**src/rtl/dmem_pkg.sv**
```systemverilog
package dmem_pkg;
  localparam int unsigned DATA_W  = 8;
  localparam int unsigned ADDR_W  = 16;
  localparam int unsigned IADDR_W = 8;
  localparam int unsigned IRAM_AW = IADDR_W - 1;

  typedef enum logic [2:0] {
    ACC_DIRECT = 3'd0,
    ACC_INDIR  = 3'd1,
    ACC_STACK  = 3'd2,
    ACC_X8     = 3'd3,
    ACC_X16    = 3'd4
  } acc_e;

  typedef enum logic [2:0] {
    TGT_NONE = 3'd0,
    TGT_LO   = 3'd1,
    TGT_UP   = 3'd2,
    TGT_SFR  = 3'd3,
    TGT_AUX  = 3'd4,
    TGT_XRAM = 3'd5
  } tgt_e;
endpackage

```
**src/rtl/dmem_decode.sv**
```systemverilog
module dmem_decode
  import dmem_pkg::*;
#(
  parameter int unsigned XRAM_AW  = 8,
  parameter logic [7:0]  AUX_ADDR = 8'h8E
) (
  input  logic [2:0]        acc_i,
  input  logic [ADDR_W-1:0] addr_i,
  output tgt_e              tgt_o
);
  localparam int unsigned XRAM_LIMIT = 1 << XRAM_AW;

  logic [IADDR_W-1:0] ia;
  logic               hi_half;
  logic               x16_in, x8_in;

  assign ia      = addr_i[IADDR_W-1:0];
  assign hi_half = ia[IADDR_W-1];
  assign x16_in  = 32'(addr_i) < XRAM_LIMIT;
  assign x8_in   = 32'(ia) < XRAM_LIMIT;

  always_comb begin
    tgt_o = TGT_NONE;
    unique case (acc_i)
      ACC_DIRECT: begin
        if (!hi_half)            tgt_o = TGT_LO;
        else if (ia == AUX_ADDR) tgt_o = TGT_AUX;
        else                     tgt_o = TGT_SFR;
      end
      // stack shares the indirect map; never reaches expanded RAM
      ACC_INDIR, ACC_STACK: tgt_o = hi_half ? TGT_UP : TGT_LO;
      ACC_X8:  tgt_o = x8_in  ? TGT_XRAM : TGT_NONE;
      ACC_X16: tgt_o = x16_in ? TGT_XRAM : TGT_NONE;
      default: tgt_o = TGT_NONE;
    endcase
  end
endmodule

```
**src/rtl/dmem_ram.sv**
```systemverilog
module dmem_ram #(
  parameter int unsigned AW = 7,
  parameter int unsigned DW = 8
) (
  input  logic          clk_i,
  input  logic          we_i,
  input  logic          re_i,
  input  logic [AW-1:0] addr_i,
  input  logic [DW-1:0] wdata_i,
  output logic [DW-1:0] rdata_o
);
  localparam int unsigned DEPTH = 1 << AW;

  logic [DW-1:0] mem [DEPTH];
  logic [DW-1:0] q;

  always_ff @(posedge clk_i) begin
    if (we_i) mem[addr_i] <= wdata_i;
    if (re_i) q <= mem[addr_i];
  end

  assign rdata_o = q;
endmodule

```
**src/rtl/dmem_space.sv**
```systemverilog
module dmem_space
  import dmem_pkg::*;
#(
  parameter int unsigned XRAM_AW   = 8,
  parameter logic [7:0]  AUX_ADDR  = 8'h8E,
  parameter logic [7:0]  AUX_WMASK = 8'hFF,
  parameter logic [7:0]  OOR_DATA  = 8'hFF
) (
  input  logic              clk_i,
  input  logic              rst_ni,
  input  logic              rd_i,
  input  logic              wr_i,
  input  logic [2:0]        acc_i,
  input  logic [ADDR_W-1:0] addr_i,
  input  logic [DATA_W-1:0] wdata_i,
  output logic [DATA_W-1:0] rdata_o,
  output logic              rvalid_o,
  output logic              sfr_req_o,
  output logic              sfr_we_o,
  output logic [7:0]        sfr_addr_o,
  output logic [DATA_W-1:0] sfr_wdata_o,
  input  logic [DATA_W-1:0] sfr_rdata_i,
  output logic              ext_rd_o,
  output logic              ext_wr_o
);
  localparam int unsigned NBANK = 2;

  tgt_e              tgt;
  logic              rd_en;
  logic [DATA_W-1:0] iram_q [NBANK];
  logic [DATA_W-1:0] xram_q;
  logic [DATA_W-1:0] aux_q;
  logic [DATA_W-1:0] side_q;
  tgt_e              src_q;
  logic              rvalid_q;

  // write wins over a simultaneous read
  assign rd_en = rd_i & ~wr_i;

  dmem_decode #(.XRAM_AW(XRAM_AW), .AUX_ADDR(AUX_ADDR)) u_dec (
    .acc_i (acc_i),
    .addr_i(addr_i),
    .tgt_o (tgt)
  );

  for (genvar b = 0; b < NBANK; b++) begin : gen_iram
    localparam tgt_e BANK_TGT = (b == 0) ? TGT_LO : TGT_UP;
    dmem_ram #(.AW(IRAM_AW), .DW(DATA_W)) u_ram (
      .clk_i  (clk_i),
      .we_i   (wr_i  && tgt == BANK_TGT),
      .re_i   (rd_en && tgt == BANK_TGT),
      .addr_i (addr_i[IRAM_AW-1:0]),
      .wdata_i(wdata_i),
      .rdata_o(iram_q[b])
    );
  end

  dmem_ram #(.AW(XRAM_AW), .DW(DATA_W)) u_xram (
    .clk_i  (clk_i),
    .we_i   (wr_i  && tgt == TGT_XRAM),
    .re_i   (rd_en && tgt == TGT_XRAM),
    .addr_i (addr_i[XRAM_AW-1:0]),
    .wdata_i(wdata_i),
    .rdata_o(xram_q)
  );

  assign sfr_req_o   = (rd_i | wr_i) && tgt == TGT_SFR;
  assign sfr_we_o    = wr_i && tgt == TGT_SFR;
  assign sfr_addr_o  = addr_i[7:0];
  assign sfr_wdata_o = wdata_i;

  // expanded RAM is on-chip only: no external strobes exist
  assign ext_rd_o = 1'b0;
  assign ext_wr_o = 1'b0;

  // aux bits are plain storage; none gates the expanded RAM
  always_ff @(posedge clk_i or negedge rst_ni) begin
    if (!rst_ni)                        aux_q <= '0;
    else if (wr_i && tgt == TGT_AUX)    aux_q <= wdata_i & AUX_WMASK;
  end

  always_ff @(posedge clk_i or negedge rst_ni) begin
    if (!rst_ni) begin
      rvalid_q <= 1'b0;
      src_q    <= TGT_NONE;
      side_q   <= '0;
    end else begin
      rvalid_q <= rd_en;
      if (rd_en) begin
        src_q <= tgt;
        unique case (tgt)
          TGT_SFR: side_q <= sfr_rdata_i;
          TGT_AUX: side_q <= aux_q;
          default: side_q <= OOR_DATA;
        endcase
      end
    end
  end

  always_comb begin
    rdata_o = '0;
    if (rvalid_q) begin
      unique case (src_q)
        TGT_LO:   rdata_o = iram_q[0];
        TGT_UP:   rdata_o = iram_q[1];
        TGT_XRAM: rdata_o = xram_q;
        default:  rdata_o = side_q;
      endcase
    end
  end

  assign rvalid_o = rvalid_q;
endmodule

```
**config.mk**
```make
export PLATFORM = sky130hd
export DESIGN_NAME = dmem_space
export DESIGN_NICKNAME = d
export VERILOG_FILES = /design/src/rtl/dmem_pkg.sv /design/src/rtl/dmem_decode.sv /design/src/rtl/dmem_ram.sv /design/src/rtl/dmem_space.sv
export SDC_FILE = /design/constraint.sdc
export NUM_CORES = 2
export LEC_CHECK = 0
export BUFFER_PORTS_ARGS = -buffer_cell sky130_fd_sc_hd__buf_4
export CAP_MARGIN = 20
export CORE_ASPECT_RATIO = 1.75
export CORE_MARGIN = 1
export CORE_UTILIZATION = 55
export DETAILED_ROUTE_END_ITERATION = 10
export GPL_TIMING_DRIVEN = 1
export PLACE_DENSITY = 0.69
export SLEW_MARGIN = 20
export SYNTH_ARGS = -nofsm -noshare
export SYNTH_HDL_FRONTEND = slang
export SYNTH_SLANG_ARGS = --single-unit
```
**constraint.sdc**
```tcl
create_clock -name clk_i -period 2.5 [get_ports clk_i]
set_input_delay 0.5 -clock clk_i [delete_from_list [all_inputs] [get_ports clk_i]]
set_output_delay 0.5 -clock clk_i [all_outputs]
set_load 0.05 [all_outputs]
```
==> flow_summary_export.csv <==
group,metric,value,unit
status,status,"finished, violations left",
status,violations,"setup timing",
worst_setup_path,path_class,"register to primary output",
detailed_routing,viasPerCell,6.501,
yosys,synth_top_family_by_area,"multiplexers",
timing,min_period_over_period,121.0,%
grt,grt_pass1_wl,679500,µm
timing,rsz0062_at_grt,"yes",
placed_design,gp_congestion,1.072,
placed_design,place_inst,12390,
worst_setup_path,cp_data_arrival_time,2520,ps
yosys,yosysSeqAreaShare,77.23,%
timing,report.final.slew_viol_count,0,
die,initial_utilization,55.31,%
clock_network,clock_path_buffers,4,
yosys,synth_area_leaders,"edfxtp_1 77%, mux4_2 15%, nor2_1 1.4%",
cells_and_area,multi_input_area,36630,µm²
job,maxCapViolations,0,
yosys,synth-main-ff-cell,"edfxtp_1",
yosys,synth-simple-area-share,2.694,%
detailed_routing,ant_nets,0,
power_and_ir_drop,finalPower,140600,µW
worst_setup_path,required,2000,ps
grt,grt.total_usage,33.67,%
yosys,ys_types,72,
worst_setup_path,crit_fanout,1,
yosys,synth_edf_count,4120,
placed_design,hpwlAfterDp,345400,µm
cells_and_area,synthToLayoutAreaGrowth,21.19,%
die,row_count,262,
yosys,synth_top_cell_by_area,"edfxtp_1",
clock_network,clock-sinks,4140,
timing,hold_ws,77.47,ps
cells_and_area,regArea,124200,µm²
clock_network,cts_tree,"built",
worst_setup_path,r2r_cells,8,
timing,fin_crit,3024,ps
timing,max-slew-margin-rel,23.99,%
clock_network,htree_levels,5,
yosys,synthMuxAreaShare,16.63,%
die,die_h,717.4,µm
worst_setup_path,slowest_delay,620,ps
grt,grt_overflow,0,
grt,antenna_found_initial,16,
power_and_ir_drop,power.density,721.2,nW/µm²
detailed_routing,routedWlPerCell,37.47,µm
die,die_w,410.8,µm
yosys,netlist.area_leader.share,76.92,%
die,die_area,294700,µm²
placed_design,dpl-instance-area,181500,µm²
clock_network,clock_latency,940,ps
die,ios,68,
timing,setup_viol,26,
min_path,worstHoldPathType,"input port to register",
detailed_routing,first_pass_iters,8,
timing,setup_ws,-524.1,ps
detailed_routing,wirelength,491600,µm
yosys,netlist_instances,7390,
cells_and_area,nFillCells,17980,
timing,fin_tns_setup,-4048,ps
grt,grt_pass1_vias,87760,
yosys,synth_seq_cells,4140,
min_path,hold_depth,1,
die,core_area,290800,µm²
detailed_routing,num_vias,85290,
detailed_routing,drt_iter0_markers,10150,
cells_and_area,layout.nets,9045,
timing,max_clock_freq,330.7,MHz
worst_setup_path,startpoint_type,"register",
placed_design,port-buffer-count,65,
yosys,yosysWarnings,0,
cells_and_area,fin_area,194900,µm²
cells_and_area,most-common-layout-cells,"4120 x edfxtp_1, 1268 x buf_4, 1082 x mux4_2",
power_and_ir_drop,vdd_drop_max,0.5328,mV
yosys,synthArstFlopShare,0.4831,%
yosys,synth_adder_area_share,0,%
cells_and_area,layout_commonest_cell,"edfxtp_1",
timing,worst-slew-pin-transition,1136,ps
yosys,syn_avg_cell_area,21.76,µm²
yosys,syn_area,160800,µm²
clock_network,cts_buffers,357,
timing,skew,66.41,ps
yosys,synth_compound_area_share,1.853,%
yosys,synth_xor_area_share,0.005445,%
detailed_routing,drcViolationCount,0,
cells_and_area,finalNonFillerCells,13120,
clock_network,clkTransAtPathRegs,70,ps
worst_setup_path,cp_slowest_cell,"edfxtp_1",
cells_and_area,layout-drive-gt1-share,40.06,%
worst_setup_path,path_cells,"mux2i_2, nand2_1, o211ai_1, nor2_1, buf_6",
power_and_ir_drop,cellLeakagePower,0.06329,µW
worst_setup_path,crit_path_end_kind,"primary output",
grt,grt_start_max_net_pins,135,
clock_network,cts-root-buf,"clkbuf_16",
timing,final-hold-violation-count,0,
==> through the flow <==
stage / utilization, % / setup slack (ps)
floorplan: - / -415.7
global placement: 62.41 / -1982
detailed placement: 62.41 / -1913
CTS: 66.64 / -383.6
global route: 67.03 / -537.1
finish: 67.03 / -524.1
==> logic make-up after synthesis <==
group | after synthesis
flops | 4140
mux | 1317
simple gates | 1019
buf+inv | 472
compound gates | 440
xor+xnor | 1
other cells | 1
==> flip-flops by register name, summed over array words and instances, names as in the netlist <==
signal,flops
gen_iram.u_ram.mem,2048
src_q,3
gen_iram.u_ram.rdata_o,16
aux_q,8
side_q,8
rvalid_o,1
u_xram.mem,2048
u_xram.rdata_o,8
==> where the power goes <==
part | internal [µW] | switching, µW | total, µW
Clock | 29900 | 25000 | 54900
Combinational | 3760 | 5620 | 9380
Sequential | 76300 | 36.5 | 76300
==> routing by layer <==
layer  wire length, µm  track usage [%]
met1            152200            37.06
met2            251000            57.27
met3             35820            5.133
met4             52530            28.82
met5                 7                0
==> timing repair <==
action | 4_1_cts | 5_1_grt
endpoints found under the hold margin | 65 | 0
hold buffers | 15 | 0
setup buffers | 21 | 45
gates cloned | 4 | 5
endpoints found under the setup margin | 1107 | 1164
pin swaps | 31 | 41
resized for setup | 130 | 143
==> synthesized netlist by cell type (5+ instances only) <==
library cell	count
a2111oi_0	7
a211oi_1	16
a21oi_1	96
a221oi_1	17
a22o_1	6
a22oi_1	81
a31oi_1	16
a32oi_1	11
and2_1	14
and3_1	16
buf_1	46
buf_2	163
buf_4	73
buf_6	36
clkbuf_1	134
dfrtp_1	20
edfxtp_1	4120
inv_1	17
mux2_2	20
mux2i_1	215
mux4_2	1082
nand2_1	198
nand2b_1	17
nand3_1	50
nand4_1	18
nor2_1	604
nor2b_1	21
nor3_1	32
nor4_1	12
o2111ai_1	5
o211ai_1	25
o21a_1	6
o21ai_0	49
o221ai_1	14
o22ai_1	53
==> worst max-delay path: cells and delay by family, from the launching register on <==
family	cells	cell delay, ps
AO/OA/AOI/OAI	1	210
buffers and inverters	1	170
flip-flops	1	620
multiplexers	1	360
AND/OR/NAND/NOR	2	260
==> path summary, 6_finish.rpt <==
kind                                                         from                                 endpoint  slack (ps)
setup reg to reg                     u_xram.mem[239][7]$_DFFE_PP_              u_xram.rdata_o[7]$_DFFE_PP_        -520
hold reg to reg                              aux_q[4]$_DFFE_PN0P_                     aux_q[4]$_DFFE_PN0P_         520
setup / recovery           gen_iram[0].u_ram.rdata_o[7]$_DFFE_PP_                               rdata_o[7]        -520
max in group asynchronous                                  rst_ni                     aux_q[0]$_DFFE_PN0P_        1170
min in group asynchronous                                  rst_ni                    side_q[6]$_DFFE_PN0P_         780
hold / removal                                         wdata_i[6]  gen_iram[0].u_ram.mem[107][6]$_DFFE_PP_          80
==> cell type report <==
type | instances | share of cell area (%)
multi-input cells | 2779 | 18.79
well taps | 3828 | 2.457
diodes | 14 | 0.01797
clock inverters | 208 | 0.9982
flip-flops and latches | 4140 | 63.73
inverters | 18 | 0.03980
repair buffers | 1710 | 9.179
clock buffers | 422 | 4.785
(Power assumes the default switching activity.)
